<file path="config.mk">
export PLATFORM = sky130hd
export DESIGN_NAME = mdm_scan_ctrl
export DESIGN_NICKNAME = d
export VERILOG_FILES = /design/src/rtl/mdm_scan_pkg.sv /design/src/rtl/mdm_rst_sync.sv /design/src/rtl/mdm_line_ctl.sv /design/src/rtl/mdm_scan_engine.sv /design/src/rtl/mdm_scan_ctrl.sv
export SDC_FILE = /design/constraint.sdc
export NUM_CORES = 1
export LEC_CHECK = 0
export BUFFER_PORTS_ARGS = -buffer_cell sky130_fd_sc_hd__buf_4
export CORE_ASPECT_RATIO = 1.2
export CORE_MARGIN = 2
export CORE_UTILIZATION = 52
export CTS_CLUSTER_DIAMETER = 40
export DETAILED_ROUTE_END_ITERATION = 8
export PLACE_DENSITY = 0.82
export SLEW_MARGIN = 0
export SYNTH_ARGS = -nofsm -noshare
export SYNTH_HDL_FRONTEND = slang
export SYNTH_SLANG_ARGS = --single-unit
</file>
<file path="constraint.sdc">
create_clock -name clk -period 4.28 [get_ports clk]
set_input_delay 0.428 -clock clk [delete_from_list [all_inputs] [get_ports clk]]
set_output_delay 0.428 -clock clk [all_outputs]
set_load 0.02 [all_outputs]
</file>
<file path="src/rtl/mdm_scan_pkg.sv">
package mdm_scan_pkg;

  // control/status word bit positions
  localparam int CSR_RF      = 15;
  localparam int CSR_CF      = 14;
  localparam int CSR_CTSF    = 13;
  localparam int CSR_SRF     = 12;
  localparam int CSR_CLRSCAN = 11;
  localparam int CSR_CLRMUX  = 10;
  localparam int CSR_MAINT   = 9;
  localparam int CSR_STEP    = 8;
  localparam int CSR_DONE    = 7;
  localparam int CSR_IE      = 6;
  localparam int CSR_SE      = 5;
  localparam int CSR_BUSY    = 4;
  localparam int CSR_LINE_W  = 4;

  // line status word bit positions
  localparam int LSR_RING = 7;
  localparam int LSR_CAR  = 6;
  localparam int LSR_CTS  = 5;
  localparam int LSR_SR   = 4;

  // modem inputs of one line; packed order matches flag bits 15..12
  typedef struct packed {
    logic ring;
    logic car;
    logic cts;
    logic sr;
  } mdm_in_t;

  // modem outputs of one line; packed order matches line status bits 3..0
  typedef struct packed {
    logic st;
    logic rts;
    logic dtr;
    logic le;
  } mdm_out_t;

endpackage

</file>
<file path="src/rtl/mdm_rst_sync.sv">
module mdm_rst_sync #(
  parameter int STAGES = 2
) (
  input  logic clk,
  input  logic rst_n,
  output logic rst_sync_n
);

  logic [STAGES-1:0] sync_q;

  always_ff @(posedge clk or negedge rst_n) begin
    if (!rst_n) begin
      sync_q <= '0;
    end else begin
      sync_q <= {sync_q[STAGES-2:0], 1'b1};
    end
  end

  assign rst_sync_n = sync_q[STAGES-1];

endmodule

</file>
<file path="src/rtl/mdm_line_ctl.sv">
module mdm_line_ctl
  import mdm_scan_pkg::*;
#(
  parameter int N_LINES = 16,
  parameter int LINE_W  = $clog2(N_LINES)
) (
  input  logic               clk,
  input  logic               rst_n,
  input  logic               wr_en,
  input  logic [LINE_W-1:0]  wr_line,
  input  mdm_out_t           wr_val,
  input  logic               clr_all,
  output logic [N_LINES-1:0] le_o,
  output logic [N_LINES-1:0] dtr_o,
  output logic [N_LINES-1:0] rts_o,
  output logic [N_LINES-1:0] st_o
);

  for (genvar gi = 0; gi < N_LINES; gi++) begin : g_line
    mdm_out_t ctl_q;
    mdm_out_t ctl_d;
    logic     ctl_en;

    always_comb begin
      ctl_en = clr_all | (wr_en && (wr_line == LINE_W'(gi)));
      ctl_d  = clr_all ? '0 : wr_val;
    end

    always_ff @(posedge clk or negedge rst_n) begin
      if (!rst_n) begin
        ctl_q <= '0;
      end else if (ctl_en) begin
        ctl_q <= ctl_d;
      end
    end

    assign le_o[gi]  = ctl_q.le;
    assign dtr_o[gi] = ctl_q.dtr;
    assign rts_o[gi] = ctl_q.rts;
    assign st_o[gi]  = ctl_q.st;
  end

endmodule

</file>
<file path="src/rtl/mdm_scan_engine.sv">
module mdm_scan_engine
  import mdm_scan_pkg::*;
#(
  parameter int N_LINES = 16,
  parameter int LINE_W  = $clog2(N_LINES)
) (
  input  logic               clk,
  input  logic               rst_n,
  input  logic               go,
  input  logic               ptr_clr,
  input  logic               shadow_clr,
  input  logic [N_LINES-1:0] ring_i,
  input  logic [N_LINES-1:0] car_i,
  input  logic [N_LINES-1:0] cts_i,
  input  logic [N_LINES-1:0] sr_i,
  output logic               hit,
  output logic [LINE_W-1:0]  hit_line,
  output mdm_in_t            hit_kind
);

  localparam logic [LINE_W-1:0] LAST_LINE = LINE_W'(N_LINES - 1);

  logic [LINE_W-1:0]             ptr_q;
  logic [LINE_W-1:0]             ptr_d;
  logic                          ptr_en;
  logic [N_LINES-1:0][3:0]       shadow_vec;
  mdm_in_t                       cur;
  mdm_in_t                       seen;

  // compare the visited line against its stored copy
  always_comb begin
    cur      = '{ring: ring_i[ptr_q], car: car_i[ptr_q],
                 cts: cts_i[ptr_q], sr: sr_i[ptr_q]};
    seen     = mdm_in_t'(shadow_vec[ptr_q]);
    hit_kind = cur ^ seen;
    hit      = go && (hit_kind != '0);
    hit_line = ptr_q;
  end

  // scan position: advances on every compare, wraps after the last line
  always_comb begin
    ptr_en = ptr_clr | go;
    if (ptr_clr) begin
      ptr_d = '0;
    end else if (ptr_q == LAST_LINE) begin
      ptr_d = '0;
    end else begin
      ptr_d = ptr_q + 1'b1;
    end
  end

  always_ff @(posedge clk or negedge rst_n) begin
    if (!rst_n) begin
      ptr_q <= '0;
    end else if (ptr_en) begin
      ptr_q <= ptr_d;
    end
  end

  // per-line copies of the last accepted input values
  for (genvar gi = 0; gi < N_LINES; gi++) begin : g_shadow
    mdm_in_t sh_q;
    mdm_in_t sh_d;
    logic    sh_en;

    always_comb begin
      sh_en = shadow_clr | (hit && (ptr_q == LINE_W'(gi)));
      sh_d  = shadow_clr ? '0 : cur;
    end

    always_ff @(posedge clk or negedge rst_n) begin
      if (!rst_n) begin
        sh_q <= '0;
      end else if (sh_en) begin
        sh_q <= sh_d;
      end
    end

    assign shadow_vec[gi] = sh_q;
  end

endmodule

</file>
<file path="src/rtl/mdm_scan_ctrl.sv">
module mdm_scan_ctrl
  import mdm_scan_pkg::*;
#(
  parameter int N_LINES = 16
) (
  input  logic               clk,
  input  logic               rst_n,
  input  logic               bus_wr,
  input  logic               bus_sel_lsr,
  input  logic [15:0]        bus_wdata,
  output logic [15:0]        bus_rdata,
  input  logic [N_LINES-1:0] ring_i,
  input  logic [N_LINES-1:0] car_i,
  input  logic [N_LINES-1:0] cts_i,
  input  logic [N_LINES-1:0] sr_i,
  output logic [N_LINES-1:0] le_o,
  output logic [N_LINES-1:0] dtr_o,
  output logic [N_LINES-1:0] rts_o,
  output logic [N_LINES-1:0] st_o,
  output logic               irq_o
);

  localparam int LINE_W = (N_LINES < 2) ? 1 : $clog2(N_LINES);

  logic rst_sync_n;

  // control/status state
  logic              ie_q,    ie_d;
  logic              se_q,    se_d;
  logic              maint_q, maint_d;
  logic              step_q,  step_d;
  logic              done_q,  done_d;
  logic              busy_q,  busy_d;
  mdm_in_t           flags_q, flags_d;
  logic [LINE_W-1:0] line_q,  line_d;

  logic              csr_wr;
  logic              lsr_wr;
  logic              scan_go;
  logic              ptr_clr;
  logic              shadow_clr;
  logic              hit;
  logic [LINE_W-1:0] hit_line;
  mdm_in_t           hit_kind;

  logic [N_LINES-1:0] le_w, dtr_w, rts_w, st_w;
  logic [N_LINES-1:0] eff_ring, eff_car, eff_cts, eff_sr;

  mdm_rst_sync #(.STAGES(2)) u_rst_sync (
    .clk        (clk),
    .rst_n      (rst_n),
    .rst_sync_n (rst_sync_n)
  );

  assign csr_wr     = bus_wr & ~bus_sel_lsr;
  assign lsr_wr     = bus_wr & bus_sel_lsr;
  assign scan_go    = (se_q | step_q) & ~done_q & ~csr_wr;
  assign ptr_clr    = csr_wr & (bus_wdata[CSR_CLRSCAN] | bus_wdata[CSR_CLRMUX]);
  assign shadow_clr = csr_wr & bus_wdata[CSR_CLRMUX];

  // maintenance loopback of each line's outputs onto its inputs
  always_comb begin
    if (maint_q) begin
      eff_ring = '0;
      eff_car  = dtr_w;
      eff_cts  = rts_w;
      eff_sr   = st_w;
    end else begin
      eff_ring = ring_i;
      eff_car  = car_i;
      eff_cts  = cts_i;
      eff_sr   = sr_i;
    end
  end

  mdm_scan_engine #(.N_LINES(N_LINES), .LINE_W(LINE_W)) u_engine (
    .clk        (clk),
    .rst_n      (rst_sync_n),
    .go         (scan_go),
    .ptr_clr    (ptr_clr),
    .shadow_clr (shadow_clr),
    .ring_i     (eff_ring),
    .car_i      (eff_car),
    .cts_i      (eff_cts),
    .sr_i       (eff_sr),
    .hit        (hit),
    .hit_line   (hit_line),
    .hit_kind   (hit_kind)
  );

  mdm_line_ctl #(.N_LINES(N_LINES), .LINE_W(LINE_W)) u_lines (
    .clk     (clk),
    .rst_n   (rst_sync_n),
    .wr_en   (lsr_wr),
    .wr_line (line_q),
    .wr_val  (mdm_out_t'(bus_wdata[3:0])),
    .clr_all (shadow_clr),
    .le_o    (le_w),
    .dtr_o   (dtr_w),
    .rts_o   (rts_w),
    .st_o    (st_w)
  );

  // next state of the control/status word; a register write wins over a report
  always_comb begin
    ie_d    = ie_q;
    se_d    = se_q;
    maint_d = maint_q;
    step_d  = step_q;
    done_d  = done_q;
    flags_d = flags_q;
    line_d  = line_q;
    busy_d  = se_q & ~done_q;
    if (csr_wr) begin
      ie_d    = bus_wdata[CSR_IE];
      se_d    = bus_wdata[CSR_SE];
      maint_d = bus_wdata[CSR_MAINT];
      step_d  = bus_wdata[CSR_STEP];
      done_d  = bus_wdata[CSR_DONE] & ~bus_wdata[CSR_CLRSCAN] & ~bus_wdata[CSR_CLRMUX];
      flags_d = '0;
      line_d  = bus_wdata[LINE_W-1:0];
    end else if (hit) begin
      done_d  = 1'b1;
      flags_d = hit_kind;
      line_d  = hit_line;
      step_d  = 1'b0;
    end else if (scan_go) begin
      step_d  = 1'b0;
    end
  end

  always_ff @(posedge clk or negedge rst_sync_n) begin
    if (!rst_sync_n) begin
      ie_q    <= 1'b0;
      se_q    <= 1'b0;
      maint_q <= 1'b0;
      step_q  <= 1'b0;
      done_q  <= 1'b0;
      busy_q  <= 1'b0;
      flags_q <= '0;
      line_q  <= '0;
    end else begin
      ie_q    <= ie_d;
      se_q    <= se_d;
      maint_q <= maint_d;
      step_q  <= step_d;
      done_q  <= done_d;
      busy_q  <= busy_d;
      flags_q <= flags_d;
      line_q  <= line_d;
    end
  end

  // read mux
  always_comb begin
    bus_rdata = '0;
    if (bus_sel_lsr) begin
      bus_rdata[LSR_RING] = eff_ring[line_q];
      bus_rdata[LSR_CAR]  = eff_car[line_q];
      bus_rdata[LSR_CTS]  = eff_cts[line_q];
      bus_rdata[LSR_SR]   = eff_sr[line_q];
      bus_rdata[3:0]      = {st_w[line_q], rts_w[line_q], dtr_w[line_q], le_w[line_q]};
    end else begin
      bus_rdata[CSR_RF:CSR_SRF]   = flags_q;
      bus_rdata[CSR_MAINT]        = maint_q;
      bus_rdata[CSR_DONE]         = done_q;
      bus_rdata[CSR_IE]           = ie_q;
      bus_rdata[CSR_SE]           = se_q;
      bus_rdata[CSR_BUSY]         = busy_q;
      bus_rdata[CSR_LINE_W-1:0]   = CSR_LINE_W'(line_q);
    end
  end

  assign le_o  = le_w;
  assign dtr_o = dtr_w;
  assign rts_o = rts_w;
  assign st_o  = st_w;
  assign irq_o = done_q & ie_q;

endmodule

</file>
==> out/metrics.cfg <==
[pwr]
ir_drop_uv = 339
clockPowerShare = 0.242
cellLeakagePower_nw = 5.38
power_per_cell_area_nw_per_um2 = 535
p_int_w = 0.00349
total_power_w = 0.00597
switching_share = 0.416
p_sw_w = 0.00248
pwr-share-comb = 0.424
seq_power_share = 0.334

[placement]
place_inst = 1164
dp.final_hpwl_um = 20700
gp_congestion = 0.947
port_buffers = 156

[floorplanning]
row_count = 53
dieHeight_um = 151
ios = 165
dieArea_um2 = 19000
start_util = 0.531
core-area_um2 = 17500
die_width_um = 126

[timing]
rsz0062_at_grt = false
tns_ns = 0
finalSetupViolations = 0
period_share = 0.866
relSlewSlack = 0.386
fin_worst_skew_ns = 0.0116
hold_violations = 0
final.min_clock_period_ns = 3.71
tightestPinTransition_ns = 0.919
drv_slew = 0
clock.fmax_mhz = 270

[final_layout]
fillers = 1379
syn_to_final_growth_pct = 20.0
diodes = 0
fin_util = 0.638
nNetsFinal = 1052
final_cells = 1197
drive_gt1_frac = 0.310

[clock_tree]
clockBufferDepth = 2
numCtsBuffers = 17
worstSkewPairLatency_ns = 0.43
htree_levels = 4
clockRootBuffer = clkbuf_16
clk_pin_slew_worst_paths_ns = 0.07
cts_tree = yes
ctsHoldBuffers = 1
cts_sinks = 148
postCtsSetupBuffers = 0
cts_resized = 0

[synthesis]
syn_avg_cell_area_um2 = 10.9
synth_flop_cell = dfrtp_1
yosysWarnings = 0
synth_edf_count = 0
yosysTopAreaCellShare = 0.398
yosys.cell_types.count = 49
synth_seq_cells = 148
seq_area_frac_synth = 0.398
synth_area_leader_cell = dfrtp_1
ys_top_cells_by_area = dfrtp_1 (40%), mux2i_1 (19%), mux4_2 (15%)
synth.cell_area_um2 = 9300
synth-async-reset-ratio = 1.00
synthCells = 850

[global_route]
grt.total_usage = 0.308
grt_max_degree = 101
grt_antenna_before_repair = 0
grt_first_pass_wirelength_um = 44700
grt_pass1_vias = 7833
grt-ovfl-total = 0

[routing]
avgRoutedWirePerCell_um = 24.2
ant_nets = 0
vias = 7844
routed_wl_um = 28900
first_pass_iters = 5
vias_per_cell = 6.55
drt-initial-drc-count = 958
drc = 0

[critical_path]
cp_slowest_stage_delay_ns = 0.73
cp.arrival_ns = 3.28
worstPathRequired_ns = 3.85
slowest_stage = dfrtp_4
crit_path_max_fanout = 36
crit_top_cell = mux4_2
crit_type = reg -> out
crit_path_end_kind = primary output
startpoint_type = register
cp_cell_sequence = buf_12 > mux4_2 > mux4_2 > a21oi_1 > nand2_1 > o211ai_1 > o21ai_0 > buf_4

[min_path]
hold_class = in -> reg

[outcome]
status = finished, final reports clean

[run]
maxCapViolations = 0

==> worst max-delay path, delay by kind of cell (launching register included) <==
kind / cells / cell delay (ns)
multiplexers: 2 / 1.03
AO/OA/AOI/OAI: 3 / 0.47
AND/OR/NAND/NOR: 1 / 0.07
buffers and inverters: 2 / 0.50
flip-flops: 1 / 0.73
==> power by group through the flow <==
stage               Sequential, W  Clock [W]  Combinational [W]
finish                    0.00200    0.00145            0.00253
global route              0.00202    0.00151            0.00265
CTS                       0.00198    0.00145            0.00249
detailed placement        0.00200          0            0.00248
global placement          0.00199          0            0.00243
floorplan                 0.00189          0            0.00175
==> metrics by stage <==
stage               hold slack, ns  area (µm²)  worst slack, ns
finish                       0.182       11200            0.574
global route                 0.195       11200            0.436
CTS                          0.179       11200            0.583
detailed placement           0.214       10600            0.831
global placement             0.212       10600            0.925
floorplan                    0.132        9310             1.21
==> state kept, by name, indices dropped and copies added, names as in the netlist <==
name,cells
u_engine.g_shadow.sh_q,64
u_lines.dtr_o,16
u_lines.le_o,16
u_lines.rts_o,16
u_lines.st_o,16
flags_q,4
line_q,4
u_engine.hit_line,4
u_rst_sync.sync_q,2
busy_q,1
done_q,1
ie_q,1
maint_q,1
se_q,1
step_q,1
==> worst paths after layout <==
kind | from | end | slack [ns] | cells after the start
worst max-delay path | maint_q$_DFFE_PN0P_ | bus_rdata[6] | 0.57 | 8
worst min-delay path | bus_wdata[5] | se_q$_DFFE_PN0P_ | 0.18 | 3
worst max register to register | u_engine.hit_line[1]$_DFFE_PN0P_ | u_engine.g_shadow[13].sh_q[1]$_DFFE_PN0P_ | 0.67 | 9
worst min register to register | u_rst_sync.sync_q[1]$_DFF_PN0_ | u_lines.dtr_o[8]$_DFFE_PN0P_ | 0.35 | 0
max in group asynchronous | u_rst_sync.sync_q[1]$_DFF_PN0_ | maint_q$_DFFE_PN0P_ | 2.91 | 1
min in group asynchronous | rst_n | u_rst_sync.sync_q[1]$_DFF_PN0_ | 0.32 | 2
==> layer usage <==
metal,track usage,share of wire,vias to the layer above
li1,-,-,3338
met1,0.383,0.37,3892
met2,0.508,0.48,504
met3,0.0661,0.093,110
met4,0.163,0.056,0
met5,0,0,-
==> kinds of logic (layout without fill, tap and decap cells) <==
logic type      count (synthesis)  in the layout  synth area share
other cells                     2              4          0.000807
xor+xnor                        5              5           0.00471
fa+ha+maj                       4              4           0.00538
compound gates                104            104            0.0722
mux                           246            246             0.349
buf+inv                        86            211            0.0406
simple gates                  255            255             0.129
flops                         148            148             0.398
==> cells in the mapped netlist, types with 2 or more instances <==
library cell and number:
nor2_1 85, nand4_1 6, conb_1 2, o2bb2ai_1 2, inv_1 6, buf_6 2, nand2b_1 8, mux2i_1 177
a31o_2 5, mux2_2 7, a32o_1 2, a21oi_1 19, o21ai_0 27, dfrtp_1 148, xnor2_1 3, buf_1 12
o221ai_1 4, a31oi_1 2, clkbuf_1 46, nand2_1 107, nand4_2 15, buf_4 6, buf_2 14, nor3_1 3
o31ai_1 3, or3_1 4, a31o_1 2, o211ai_1 3, nor2b_1 12, mux4_2 62, xor2_1 2, a211oi_1 5
and2_1 3, or2_2 2, o22ai_1 22, ha_1 4, nand3_1 6
==> placed cells by master (no fill, tap or decap), types with 3 or more instances in the layout <==
master     Yosys  final
o221ai_1       4      4
dfrtp_2        0      3
nand2b_1       8      8
clkinv_4       0      3
clkbuf_16      0     17
nand3_1        6      6
a21oi_1       19     19
buf_12         0      4
conb_1         2      4
mux2i_1      177    177
o21ai_0       27     27
buf_4          6    168
nand4_2       15     15
dfrtp_1      148    143
o31ai_1        3      3
mux2_2         7      7
clkinv_2       0      4
nand2_1      107    106
a31o_2         5      5
or3_1          4      4
nor2_1        85     85
inv_6          0      3
ha_1           4      4
nand4_1        6      6
o22ai_1       22     22
a211oi_1       5      5
o211ai_1       3      3
xnor2_1        3      3
inv_1          6      6
nor2b_1       12     12
mux4_2        62     62
==> area by class of cell <==
class / instances / area [µm²] / area share
Timing Repair Buffer: 173 / 1350 / 0.121
Clock buffer: 18 / 429 / 0.0385
Tap cell: 220 / 275 / 0.0247
Inverter: 6 / 22.5 / 0.00202
Multi-Input combinational cell: 618 / 5240 / 0.469
Clock inverter: 14 / 129 / 0.0115
Sequential cell: 148 / 3710 / 0.333
(Power assumes the default switching activity.)
